File: src/rtl/cpc_pkg.sv
`timescale 1ns/1ps
package cpc_pkg;
  typedef enum logic [2:0] {
    FN_FLAG_SET = 3'd0,
    FN_SKIP_RDY = 3'd1,
    FN_FLAG_CLR = 3'd2,
    FN_NOP_LO   = 3'd3,
    FN_SEND     = 3'd4,
    FN_SKIP_ANY = 3'd5,
    FN_SEND_CLR = 3'd6,
    FN_NOP_HI   = 3'd7
  } fn_e;

  typedef struct packed {
    logic set_f;
    logic clr_f;
    logic send;
    logic skip_rdy;
    logic skip_any;
  } act_t;

  // Action set for one instruction.
  function automatic act_t decode_fn(input logic vld, input logic [2:0] fn);
    act_t a;
    a = '0;
    if (vld) begin
      case (fn_e'(fn))
        FN_FLAG_SET: a.set_f    = 1'b1;
        FN_SKIP_RDY: a.skip_rdy = 1'b1;
        FN_FLAG_CLR: a.clr_f    = 1'b1;
        FN_SEND:     a.send     = 1'b1;
        FN_SKIP_ANY: a.skip_any = 1'b1;
        FN_SEND_CLR: begin
          a.send  = 1'b1;
          a.clr_f = 1'b1;
        end
        FN_NOP_LO, FN_NOP_HI: a = '0;
        default: a = '0;
      endcase
    end
    return a;
  endfunction

  // Done pulse has priority over a clear.
  function automatic logic flag_next(input logic cur, input logic done,
                                     input logic set_f, input logic clr_f);
    if (done || set_f) return 1'b1;
    if (clr_f)         return 1'b0;
    return cur;
  endfunction

  function automatic logic skip_eval(input logic sk_rdy, input logic sk_any,
                                     input logic rdy, input logic kbd);
    return (sk_rdy && rdy) || (sk_any && (rdy || kbd));
  endfunction
endpackage

File: src/rtl/cpc_decode.sv
`timescale 1ns/1ps
module cpc_decode
  import cpc_pkg::*;
(
  input  logic       vld,
  input  logic [2:0] fn,
  output act_t       act
);
  always_comb act = decode_fn(vld, fn);
endmodule

File: src/rtl/cpc_flag.sv
`timescale 1ns/1ps
module cpc_flag
  import cpc_pkg::*;
(
  input  logic clk,
  input  logic rst_n,
  input  logic done,
  input  logic set_f,
  input  logic clr_f,
  output logic flag
);
  always_ff @(posedge clk) begin
    if (!rst_n) flag <= 1'b0;
    else        flag <= flag_next(flag, done, set_f, clr_f);
  end
endmodule

File: src/rtl/cpc_xmit.sv
`timescale 1ns/1ps
module cpc_xmit #(
  parameter int ACC_W  = 12,
  parameter int CHAR_W = 8
) (
  input  logic              send,
  input  logic [ACC_W-1:0]  acc,
  output logic              stb,
  output logic [CHAR_W-1:0] data
);
  generate
    if (ACC_W > CHAR_W) begin : g_hi
      logic unused_hi;
      assign unused_hi = ^acc[ACC_W-1:CHAR_W];
    end
  endgenerate

  assign stb  = send;
  assign data = send ? acc[CHAR_W-1:0] : '0;
endmodule

File: src/rtl/console_print_ctrl.sv
`timescale 1ns/1ps
module console_print_ctrl
  import cpc_pkg::*;
#(
  parameter int ACC_W  = 12,
  parameter int CHAR_W = 8
) (
  input  logic              clk,
  input  logic              rst_n,
  input  logic              op_vld,
  input  logic [2:0]        op_fn,
  input  logic [ACC_W-1:0]  acc_in,
  input  logic              send_done,
  input  logic              kbd_flag,
  output logic              char_stb,
  output logic [CHAR_W-1:0] char_out,
  output logic              skip_req,
  output logic              ready_flag
);
  act_t act;
  logic set_req, clr_req, send_req;

  cpc_decode u_dec (.vld(op_vld), .fn(op_fn), .act(act));

  assign set_req  = act.set_f;
  assign clr_req  = act.clr_f;
  assign send_req = act.send;

  cpc_flag u_flag (
    .clk(clk), .rst_n(rst_n), .done(send_done),
    .set_f(set_req), .clr_f(clr_req), .flag(ready_flag)
  );

  cpc_xmit #(.ACC_W(ACC_W), .CHAR_W(CHAR_W)) u_xmit (
    .send(send_req), .acc(acc_in), .stb(char_stb), .data(char_out)
  );

  assign skip_req = skip_eval(act.skip_rdy, act.skip_any, ready_flag, kbd_flag);
endmodule

File: config.mk
export PLATFORM = sky130hd
export DESIGN_NAME = console_print_ctrl
export DESIGN_NICKNAME = d
export VERILOG_FILES = /design/src/rtl/cpc_pkg.sv /design/src/rtl/cpc_decode.sv /design/src/rtl/cpc_flag.sv /design/src/rtl/cpc_xmit.sv /design/src/rtl/console_print_ctrl.sv
export SDC_FILE = /design/constraint.sdc
export NUM_CORES = 1
export LEC_CHECK = 0
export BUFFER_PORTS_ARGS = -buffer_cell sky130_fd_sc_hd__buf_2
export CAP_MARGIN = 10
export CORE_AREA = 4 4 41 43
export DETAILED_ROUTE_END_ITERATION = 10
export DIE_AREA = 0 0 45 47
export PLACE_DENSITY = 0.45
export SYNTH_ARGS = -nofsm -noshare
export SYNTH_HDL_FRONTEND = slang
export SYNTH_SLANG_ARGS = --single-unit
File: constraint.sdc
create_clock -name clk -period 0.8 [get_ports clk]
set_input_delay 0.08 -clock clk [delete_from_list [all_inputs] [get_ports clk]]
set_output_delay 0.08 -clock clk [all_outputs]
set_load 0.02 [all_outputs]
; Word level (Yosys, flattened, before mapping)
; Index checks and enable logic that the tools add are counted.
[word_totals]
reg_bits = 1
out_inout_bits = 11
word_cells = 31
[op_classes]
n_eq_ne = 5
mux = 16
n_reduce_logical = 9
[op_table]
columns = op, count
row1 = $mux W1, 14
row2 = $eq A3 B3 Y1 const B, 3
row3 = $mux W8, 1
row4 = $mux W5, 1
row5 = $reduce_or A2 Y1, 2
row6 = $eq A3 B1 Y1 const B, 1
row7 = $eq A3 B2 Y1 const B, 1
row8 = $logic_not A3 Y1, 1
row9 = $logic_or A1 B1 Y1, 3
row10 = $logic_and A1 B1 Y1, 2
row11 = $reduce_bool A2 Y1, 1

; Longest topological paths before layout
; Gate-level depths: netlist of the first run.
[depth]
ltp_word = 11
depth_mapped = 3
mapped_depth_nobuf = 2

; By module
; From an unflattened synthesis of the first run, not the netlist that was laid out.
[hier_totals]
hier_cells = 20
hier_area_um2 = 163.9
[by_module_without_submodules]
columns = module, n_inst, cells_each, area_per_inst_um2, seq_area_each_um2
row1 = cpc_decode, 1, 5, 58.8, 0.0
row2 = cpc_xmit, 1, 9, 57.6, 0.0
row3 = cpc_flag, 1, 3, 35.0, 20.0
row4 = console_print_ctrl, 1, 3, 12.5, 0.0

; Least setup slack after synthesis of the first run
; No wires, ideal clock.
[synth_path]
path_type = register to output
startpoint = register u_flag.flag
endpoint = output port skip_req
t_arrival_ns = 0.998
required_ns = 0.720
path_slack_ns = -0.278
stages_incl_launch_ff = 3
cell_sequence = dfxtp_1 a21oi_1 nor3_1
[synth_via]
elab_chain_len = 3
elab_cells_between_ends = 4
cone_classes = 4 x reduce/logical
[synth_lines]
columns = element, line
row1 = start: declaration, cpc_flag.sv:10  ; output logic flag
row2 = start signal: assignment, cpc_flag.sv:14  ; else flag <= flag_next(flag, done, set_f, clr_f);
row3 = $logic_or A1 B1 Y1, cpc_pkg.sv:54  ; return (sk_rdy && rdy) || (sk_any && (rdy || kbd));
row4 = $logic_and A1 B1 Y1, cpc_pkg.sv:54
row5 = $logic_or A1 B1 Y1 *, cpc_pkg.sv:54
row6 = end: declaration, console_print_ctrl.sv:17  ; output logic skip_req,
; Every way passes the cells marked *; elsewhere a longest branch is shown, timed or not.

; Final worst setup path of the first run
[layout_path]
startpoint = input port op_fn[2]
endpoint = output port char_out[1]
[layout_via]
elab_chain_len = 5
elab_cells_between_ends = 6
cone_classes = 2 x eq/ne / 3 x mux / 1 x reduce/logical
[layout_lines]
columns = element, line
row1 = start: declaration, console_print_ctrl.sv:11  ; input logic [2:0] op_fn,
row2 = $eq A3 B3 Y1, cpc_pkg.sv:27  ; case (fn_e'(fn))
row3 = $reduce_or A2 Y1 (no source line) *, n/a
row4 = $mux W1 *, cpc_pkg.sv:27
row5 = $mux W5 *, cpc_pkg.sv:26  ; if (vld) begin
row6 = $mux W8 *, cpc_xmit.sv:19  ; assign data = send ? acc[CHAR_W-1:0] : '0;
row7 = end: declaration, console_print_ctrl.sv:16  ; output logic [CHAR_W-1:0] char_out,
; Marks and branches as above.

==> run_results.csv, run 1 <==
group,metric,value,unit
clock_tree,cts_hold_buf,0,
timing,slew_violations,0,
power_and_ir_drop,peakVddDrop,0.000285,V
clock_tree,clkLatencyLatePin,0,ns
synth,synth_top_cell_area_share,0.459,
timing,worst_slew_pin_slew,0.128,ns
layout,utilization,0.317,
setup_path,cp_max_fo,5,
synth,synth_top_cell_by_area,"and2_4",
power_and_ir_drop,power_density,550,nW/µm²
route,via_count,248,
layout,fill_cells,149,
outcome,status,"completed",
floorplan,io_pins,31,
timing,rsz0062_at_grt,"yes",
floorplan,start_util,0.117,
route,remaining_drc_errors,0,
route,drt_iter0_drc,1,
timing,max_freq,1270,MHz
timing,period_share,0.987,
setup_path,r2r_slack,0.03,ns
grt,gr-usage-met1,0.0679,
grt,gr-usage-met2,0.116,
timing,finalClockSkew,0,ns
grt,grt_pass1_wl,917,µm
placed_design,placed_cell_area,324,µm²
timing,relSlewSlack,0.914,
floorplan,core,1300,µm²
grt,grt_use_met3,0.0115,
synth,netlist_area,153,µm²
timing,setup_ws,0.0105,ns
layout,final_cell_mix,"15 x buf_2, 10 x buf_6, 8 x and2_4",
layout,final_common_cell,"buf_2",
floorplan,dieArea,2120,µm²
setup_path,reg2reg_from,"u_flag.flag",
layout,drive_gt1_frac,0.933,
placed_design,dp_cells,59,
layout,fin_area,413,µm²
floorplan,die-width,45,µm
floorplan,row_count,13,
route,wl,721,µm
clock_tree,cts.reportedPaths.clkPinSlew,0,ns
setup_path,endpoint_kind,"output port",
setup_path,critPathKind,"in -> out",
timing,holdWs,0.314,ns
placed_design,dp_hpwl,517,µm
grt,grt_pass1_vias,217,
route,wl_per_cell,12.0,µm
route,postRouteAntennaNets,0,
layout,largest_register_ffs,1,
placed_design,port-buffer-count,26,
grt,grt-ovfl-total,0,
layout,multi_input_area,160,µm²
grt,grt_max_degree,6,
timing,hold_violations,0,
setup_path,reg2reg_depth,1,
grt,busiest_layer,"met2",
power_and_ir_drop,leakagePower,0.000214,µW
route,firstDrtPassIters,2,
layout,reg.largest.list,"u_flag.flag (1)",
layout,regMostFlops,"u_flag.flag",
flow_run,cap_violations,0,
hold_path,worstHoldPathType,"in -> reg",
layout,syn_to_final_growth,170,%
setup_path,crit_required,0.72,ns
floorplan,die_h,47,µm
setup_path,reg2reg_to,"u_flag.flag",
grt,grt_usage,0.0584,
synth,yosys_warnings,0,
synth,syn_nets,37,
timing,period_minus_slack,0.790,ns
setup_path,crit_path_start_kind,"input port",
synth,ys_types,10,
grt,antenna_found_initial,0,
hold_path,min_delay_worst_endpoint,"u_flag.flag",
hold_path,holdPathStages,2,
synth,postSynthAreaPerCell,8.98,µm²
setup_path,arrival,0.71,ns
layout,ff_latch_area,23.8,µm²
synth,ys_seq_area_frac,0.131,
placed_design,post-place-ws,-0.187,ns
layout,final_nets,67,
synth,synth_seq_cells,1,
layout,antenna_cells,0,
timing,setup_viol,0,
placed_design,place.gp.congestion,0.674,
synth,ys_top_cells_by_area,"and2_4 46%, dfxtp_1 13%, buf_6 7.4%",
route,avgViaCountPerCell,4.13,
hold_path,hp-start,"rst_n",
synth,synth_cells,17,
layout,fin_cells,60,
[how the worst max path moves through the flow]
| stage | from | to | slack [ns] | cells past startpoint |
|---|---|---|---|---|
| 2_1_floorplan | u_flag.flag | u_flag.flag | 0.02 | 1 |
| 3_3_place_gp | op_fn[0] | char_out[2] | -0.17 | 4 |
| 3_5_place_dp | op_fn[0] | char_out[6] | -0.19 | 4 |
| 4_1_cts | op_vld | char_out[6] | 0.003 | 4 |
| 5_1_grt | op_fn[0] | char_out[1] | -0.02 | 4 |
| 6_report | op_fn[2] | char_out[1] | 0.01 | 4 |
[layout make-up]
cell class | instances | share of cell area
tap | 15 | 0.0455
sequential | 1 | 0.0576
multi-input combinational | 16 | 0.388
timing repair buffer | 28 | 0.509
[synth_stat cells]
master	number
dfxtp_1	1
a21oi_1	1
nand2_1	1
nor3_1	1
and2_4	8
buf_6	1
nor3b_1	1
nand4bb_1	1
and3b_1	1
o311a_1	1
[cells by family (layout without fill, tap and decap cells)]
group	after synthesis	in the layout	synth area share
AND/OR/NAND/NOR	13	14	0.697
AO/OA/AOI/OAI	2	2	0.0983
flip-flops	1	1	0.131
buffers and inverters	1	28	0.0738
[worst max-delay path, stage by stage]
cell and delay (ns):
buf_2 0.11, and3b_2 0.23, and2_4 0.16, buf_6 0.12
[where the power goes]
group	internal [µW]	switching, µW	total [µW]
logic	94.5	72.3	167
registers	54.9	5.46	60.4
clock network	0	0	0
[per-layer routing]
metal | vias up | share of wire
met3 | 0 | 0.22
met2 | 27 | 0.42
met5 | - | 0
li1 | 117 | -
met4 | 0 | 0
met1 | 104 | 0.36
[repair_timing]
action                                  CTS  global route
gates cloned                              1             0
gates resized for setup                  19             5
pin swaps                                 7             5
setup buffers                             0             0
endpoints found under the hold margin     0             0
endpoints found under the setup margin    9            10
[metrics by stage]
| step | power, µW | setup TNS (ns) |
|---|---|---|
| 5_1_grt | 239 | -0.0854 |
| 6_report | 227 | 0 |
| 3_5_place_dp | 192 | -1.54 |
| 4_1_cts | 216 | 0 |
| 2_1_floorplan | 126 | 0 |
| 3_3_place_gp | 194 | -1.40 |
Power figures use the tool's default switching activity.
==> run 2, diff against run 1 <==
Settings changed: CELL_PAD_IN_SITES_DETAIL_PLACEMENT from default to 0, CELL_PAD_IN_SITES_GLOBAL_PLACEMENT from default to 1, CORE_AREA 4 4 41 43 to default, CORE_ASPECT_RATIO from default to 0.9, CORE_MARGIN from default to 2, CORE_UTILIZATION from default to 10, DIE_AREA 0 0 45 47 to default, PLACE_DENSITY 0.45 to 0.64.
==> run_results.csv, run 2 (same netlist as run 1, synthesis figures left out) <==
group,metric,value,unit
setup_path,cpMaxStageDelayCell,"o311a_1",
power_and_ir_drop,p_sw,75.4,µW
timing,holdWs,0.311,ns
setup_path,r2r_slack,0.03,ns
grt,grt_pass1_vias,188,
clock_tree,postCtsSetupRepairBufs,0,
timing,finalSetupTns,-0.00172,ns
route,firstDrtPassIters,1,
route,remaining_drc_errors,0,
route,postRouteAntennaNets,0,
route,avgViaCountPerCell,3.92,
timing,period_share,1.00,
power_and_ir_drop,leakagePower,0.000220,µW
power_and_ir_drop,power_frac_comb,0.743,
layout,fill_cells,150,
power_and_ir_drop,p_clk_frac,0,
layout,syn_to_final_growth,179,%
power_and_ir_drop,power_density,544,nW/µm²
floorplan,row_count,13,
setup_path,critPathTopFamily,"compound AO/OA/AOI/OAI gates",
grt,grt_usage,0.0563,
route,drt_iter0_drc,0,
route,wl,590,µm
power_and_ir_drop,power,232,µW
setup_path,arrival,0.68,ns
route,via_count,239,
grt,grt_max_degree,6,
setup_path,reg2reg_depth,1,
setup_path,crit_required,0.68,ns
setup_path,cp_num_cells,4,
setup_path,crit_buf_inv,2,
setup_path,worstPathCellList,"buf_6 -> buf_6 -> nor3b_1 -> o311a_1",
timing,setup_viol,1,
layout,drive_gt1_frac,0.913,
floorplan,dieArea,1860,µm²
power_and_ir_drop,sw_frac_of_total,0.326,
layout,final_cell_mix,"14 x buf_2, 12 x buf_6, 8 x and2_4",
timing,worst_slew_pin_slew,0.171,ns
setup_path,reg2reg_from,"u_flag.flag",
floorplan,die-width,45.2,µm
placed_design,port-buffer-count,26,
setup_path,crit_top_cell,"buf_6",
placed_design,place.gp.congestion,0.580,
floorplan,io_pins,31,
clock_tree,clkLatencyLatePin,0,ns
layout,antenna_cells,0,
hold_path,worstHoldPathType,"in -> reg",
setup_path,cp_max_fo,3,
timing,hold_violations,0,
floorplan,start_util,0.107,
timing,finalClockSkew,0,ns
layout,final_nets,68,
power_and_ir_drop,internal_power,156,µW
layout,reg.largest.list,"u_flag.flag (1)",
layout,utilization,0.297,
layout,multi_input_area,155,µm²
floorplan,core,1430,µm²
power_and_ir_drop,peakVddDrop,0.000406,V
setup_path,endpoint_kind,"flop",
setup_path,critPathCapture,"u_flag.flag",
setup_path,crit_path_start_kind,"input port",
route,wl_per_cell,9.67,µm
setup_path,crit_path_max_incr_delay,0.27,ns
setup_path,critPathKind,"in -> reg",
floorplan,die_h,41.1,µm
setup_path,reg2reg_to,"u_flag.flag",
timing,setup_ws,-0.00172,ns
layout,fin_cells,61,
layout,largest_register_ffs,1,
layout,regMostFlops,"u_flag.flag",
power_and_ir_drop,seqPwrFrac,0.257,
clock_tree,cts.reportedPaths.clkPinSlew,0,ns
timing,slew_violations,0,
grt,grt-ovfl-total,0,
outcome,status,"finished with violations",
timing,relSlewSlack,0.886,
hold_path,holdPathStages,2,
timing,max_freq,1250,MHz
timing,period_minus_slack,0.802,ns
grt,grt_pass1_wl,786,µm
layout,ff_latch_area,23.8,µm²
grt,antenna_found_initial,0,
flow_run,cap_violations,0,
outcome,violations,"setup timing",
layout,final_common_cell,"buf_2",
setup_path,worstSetupStartpoint,"op_vld",
timing,rsz0062_at_grt,"yes",
placed_design,dp_cells,60,
run 2: what timing repair did:
item | CTS | global route
cloned | 1 | 0
hold buffers | 0 | 0
resized for setup | 19 | 5
hold endpoints to repair | 0 | 0
pin swaps | 2 | 3
endpoints found under the setup margin | 10 | 8
run 2: metal layers:
metal  track usage  routed length, µm
met5             0                  0
met4             0                  0
met3       0.00881                124
met2         0.111                239
met1        0.0689                226
run 2: worst min path at each step:
stage | from | end | slack [ns]
after CTS | rst_n | u_flag.flag | 0.32
final | rst_n | u_flag.flag | 0.31
after floorplan | op_fn[1] | skip_req | 0.20
after global routing | rst_n | u_flag.flag | 0.32
after detailed placement | rst_n | u_flag.flag | 0.32
after global placement | rst_n | u_flag.flag | 0.31
run 2: cell type report:
class | instances | area share
sequential | 1 | 0.0559
timing repair buffer | 29 | 0.535
multi-input combinational | 16 | 0.365
tap | 15 | 0.0441
run 2: power by group through the flow:
stage / sequential (µW) / combinational, µW / clock [µW]
after global routing: 60.0 / 185 / 0
after detailed placement: 58.0 / 136 / 0
after CTS: 58.2 / 163 / 0
final: 59.5 / 172 / 0
after global placement: 58.4 / 136 / 0
after floorplan: 63.5 / 62.7 / 0
run 2: metrics by stage:
stage | cell area (µm²) | setup slack, ns
2_1_floorplan | 171 | 0.0173
3_3_place_gp | 332 | -0.152
3_5_place_dp | 332 | -0.176
4_1_cts | 403 | -0.0484
5_1_grt | 425 | -0.0281
6_report | 425 | -0.00172
==> run 3, diff against run 2 <==
Settings changed: CORE_AREA from default to 2 2 39 41, CORE_ASPECT_RATIO 0.9 to default, CORE_MARGIN 2 to default, CORE_UTILIZATION 10 to default, DIE_AREA from default to 0 0 41 43, PLACE_DENSITY 0.64 to 0.69.
Clock period 0.8 ns to 0.9 ns, I/O delays scaled along.
==> run_results.csv, run 3 (same netlist as run 1, synthesis figures left out) <==
group,metric,value,unit
layout,ff_latch_area,21.3,µm²
layout,reg.largest.list,"u_flag.flag (1)",
grt,grt-ovfl-total,0,
timing,period_share,0.986,
route,postRouteAntennaNets,0,
setup_path,crit_path_max_incr_delay,0.26,ns
route,wl,542,µm
floorplan,dieArea,1760,µm²
clock_tree,postCtsSetupRepairBufs,0,
timing,period_minus_slack,0.888,ns
floorplan,core,1380,µm²
placed_design,dp_hpwl,441,µm
floorplan,die-width,41,µm
timing,finalClockSkew,0,ns
route,avgViaCountPerCell,3.94,
timing,rsz0062_at_grt,"yes",
floorplan,io_pins,31,
setup_path,critPathTopFamily,"simple AND/OR/NAND/NOR gates",
layout,final_common_cell,"buf_2",
power_and_ir_drop,leakagePower,0.000218,µW
setup_path,crit_path_start_kind,"input port",
setup_path,critPathKind,"in -> out",
grt,grt_max_degree,10,
outcome,status,"completed",
route,drt_iter0_drc,1,
timing,setup_ws,0.0122,ns
setup_path,crit_top_cell,"buf_6",
layout,syn_to_final_growth,166,%
hold_path,worstHoldPathType,"in -> reg",
grt,antenna_found_initial,0,
clock_tree,clkLatencyLatePin,0,ns
floorplan,start_util,0.110,
timing,worst_slew_pin_slew,0.163,ns
route,remaining_drc_errors,0,
placed_design,place.gp.congestion,0.632,
placed_design,port-buffer-count,26,
setup_path,arrival,0.80,ns
layout,fill_cells,154,
grt,grt_pass1_wl,641,µm
placed_design,post-place-ws,-0.0333,ns
floorplan,row_count,14,
setup_path,worstPathCellList,"buf_6 -> and3b_2 -> buf_6 -> and2_4 -> buf_6",
layout,multi_input_area,128,µm²
timing,setup_viol,0,
power_and_ir_drop,peakVddDrop,0.000273,V
layout,regMostFlops,"u_flag.flag",
floorplan,die_h,43,µm
timing,relSlewSlack,0.891,
layout,final_cell_mix,"16 x buf_2, 12 x buf_6, 8 x and2_4",
setup_path,endpoint_kind,"output port",
setup_path,cpMaxStageDelayCell,"and3b_2",
grt,grt_usage,0.0470,
flow_run,cap_violations,0,
power_and_ir_drop,power_density,478,nW/µm²
layout,final_nets,69,
power_and_ir_drop,power,194,µW
layout,largest_register_ffs,1,
setup_path,crit_buf_inv,3,
grt,grt_pass1_vias,211,
timing,holdWs,0.330,ns
route,via_count,248,
clock_tree,cts_hold_buf,0,
setup_path,cp_max_fo,5,
timing,slew_violations,0,
timing,max_freq,1130,MHz
layout,antenna_cells,0,
setup_path,crit_required,0.81,ns
timing,hold_violations,0,
route,wl_per_cell,8.60,µm
clock_tree,cts.reportedPaths.clkPinSlew,0,ns
route,firstDrtPassIters,4,
layout,drive_gt1_frac,0.894,
==> run 3: per-layer routing <==
metal	GRT usage	vias to the layer above	share of wire
li1	-	120	-
met1	0.0414	104	0.31
met2	0.106	24	0.51
met3	0	0	0.18
met4	0	0	0
met5	0	-	0
==> run 3: report_power, final <==
| part | leakage (µW) | internal (µW) | switching, µW | total (µW) |
|---|---|---|---|---|
| registers | 0.00000857 | 49.8 | 2.72 | 52.5 |
| clock network | 0 | 0 | 0 | 0 |
| logic | 0.000209 | 85.3 | 56.4 | 142 |
==> run 3: final cells by class <==
| cell class | instances | share of cell area |
|---|---|---|
| Multi-Input combinational cell | 15 | 0.314 |
| Sequential cell | 1 | 0.0523 |
| Tap cell | 16 | 0.0492 |
| Timing Repair Buffer | 31 | 0.585 |
==> run 3: metrics by stage <==
step | area (µm²) | util | setup TNS (ns) | std cells
final | 407 | 0.294 | 0 | 63
after global routing | 407 | 0.294 | -0.108 | 63
after CTS | 355 | 0.257 | 0 | 62
after detailed placement | 328 | 0.237 | -0.235 | 62
after global placement | 328 | 0.237 | -0.198 | 62
after floorplan | 159 | - | 0 | 17
==> run 3: final timing paths <==
| check | from | end | slack (ns) | cells after the start |
|---|---|---|---|---|
| max | op_fn[0] | char_out[2] | 0.01 | 5 |
| min | rst_n | u_flag.flag | 0.33 | 2 |
| max reg2reg | u_flag.flag | u_flag.flag | 0.13 | 1 |
| min reg2reg | u_flag.flag | u_flag.flag | 0.52 | 1 |
==> run 3: repair_timing <==
item | CTS | global route
setup endpoints to repair | 8 | 8
gates cloned | 0 | 1
endpoints found under the hold margin | 0 | 0
pin swaps | 0 | 9
resized for setup | 10 | 12
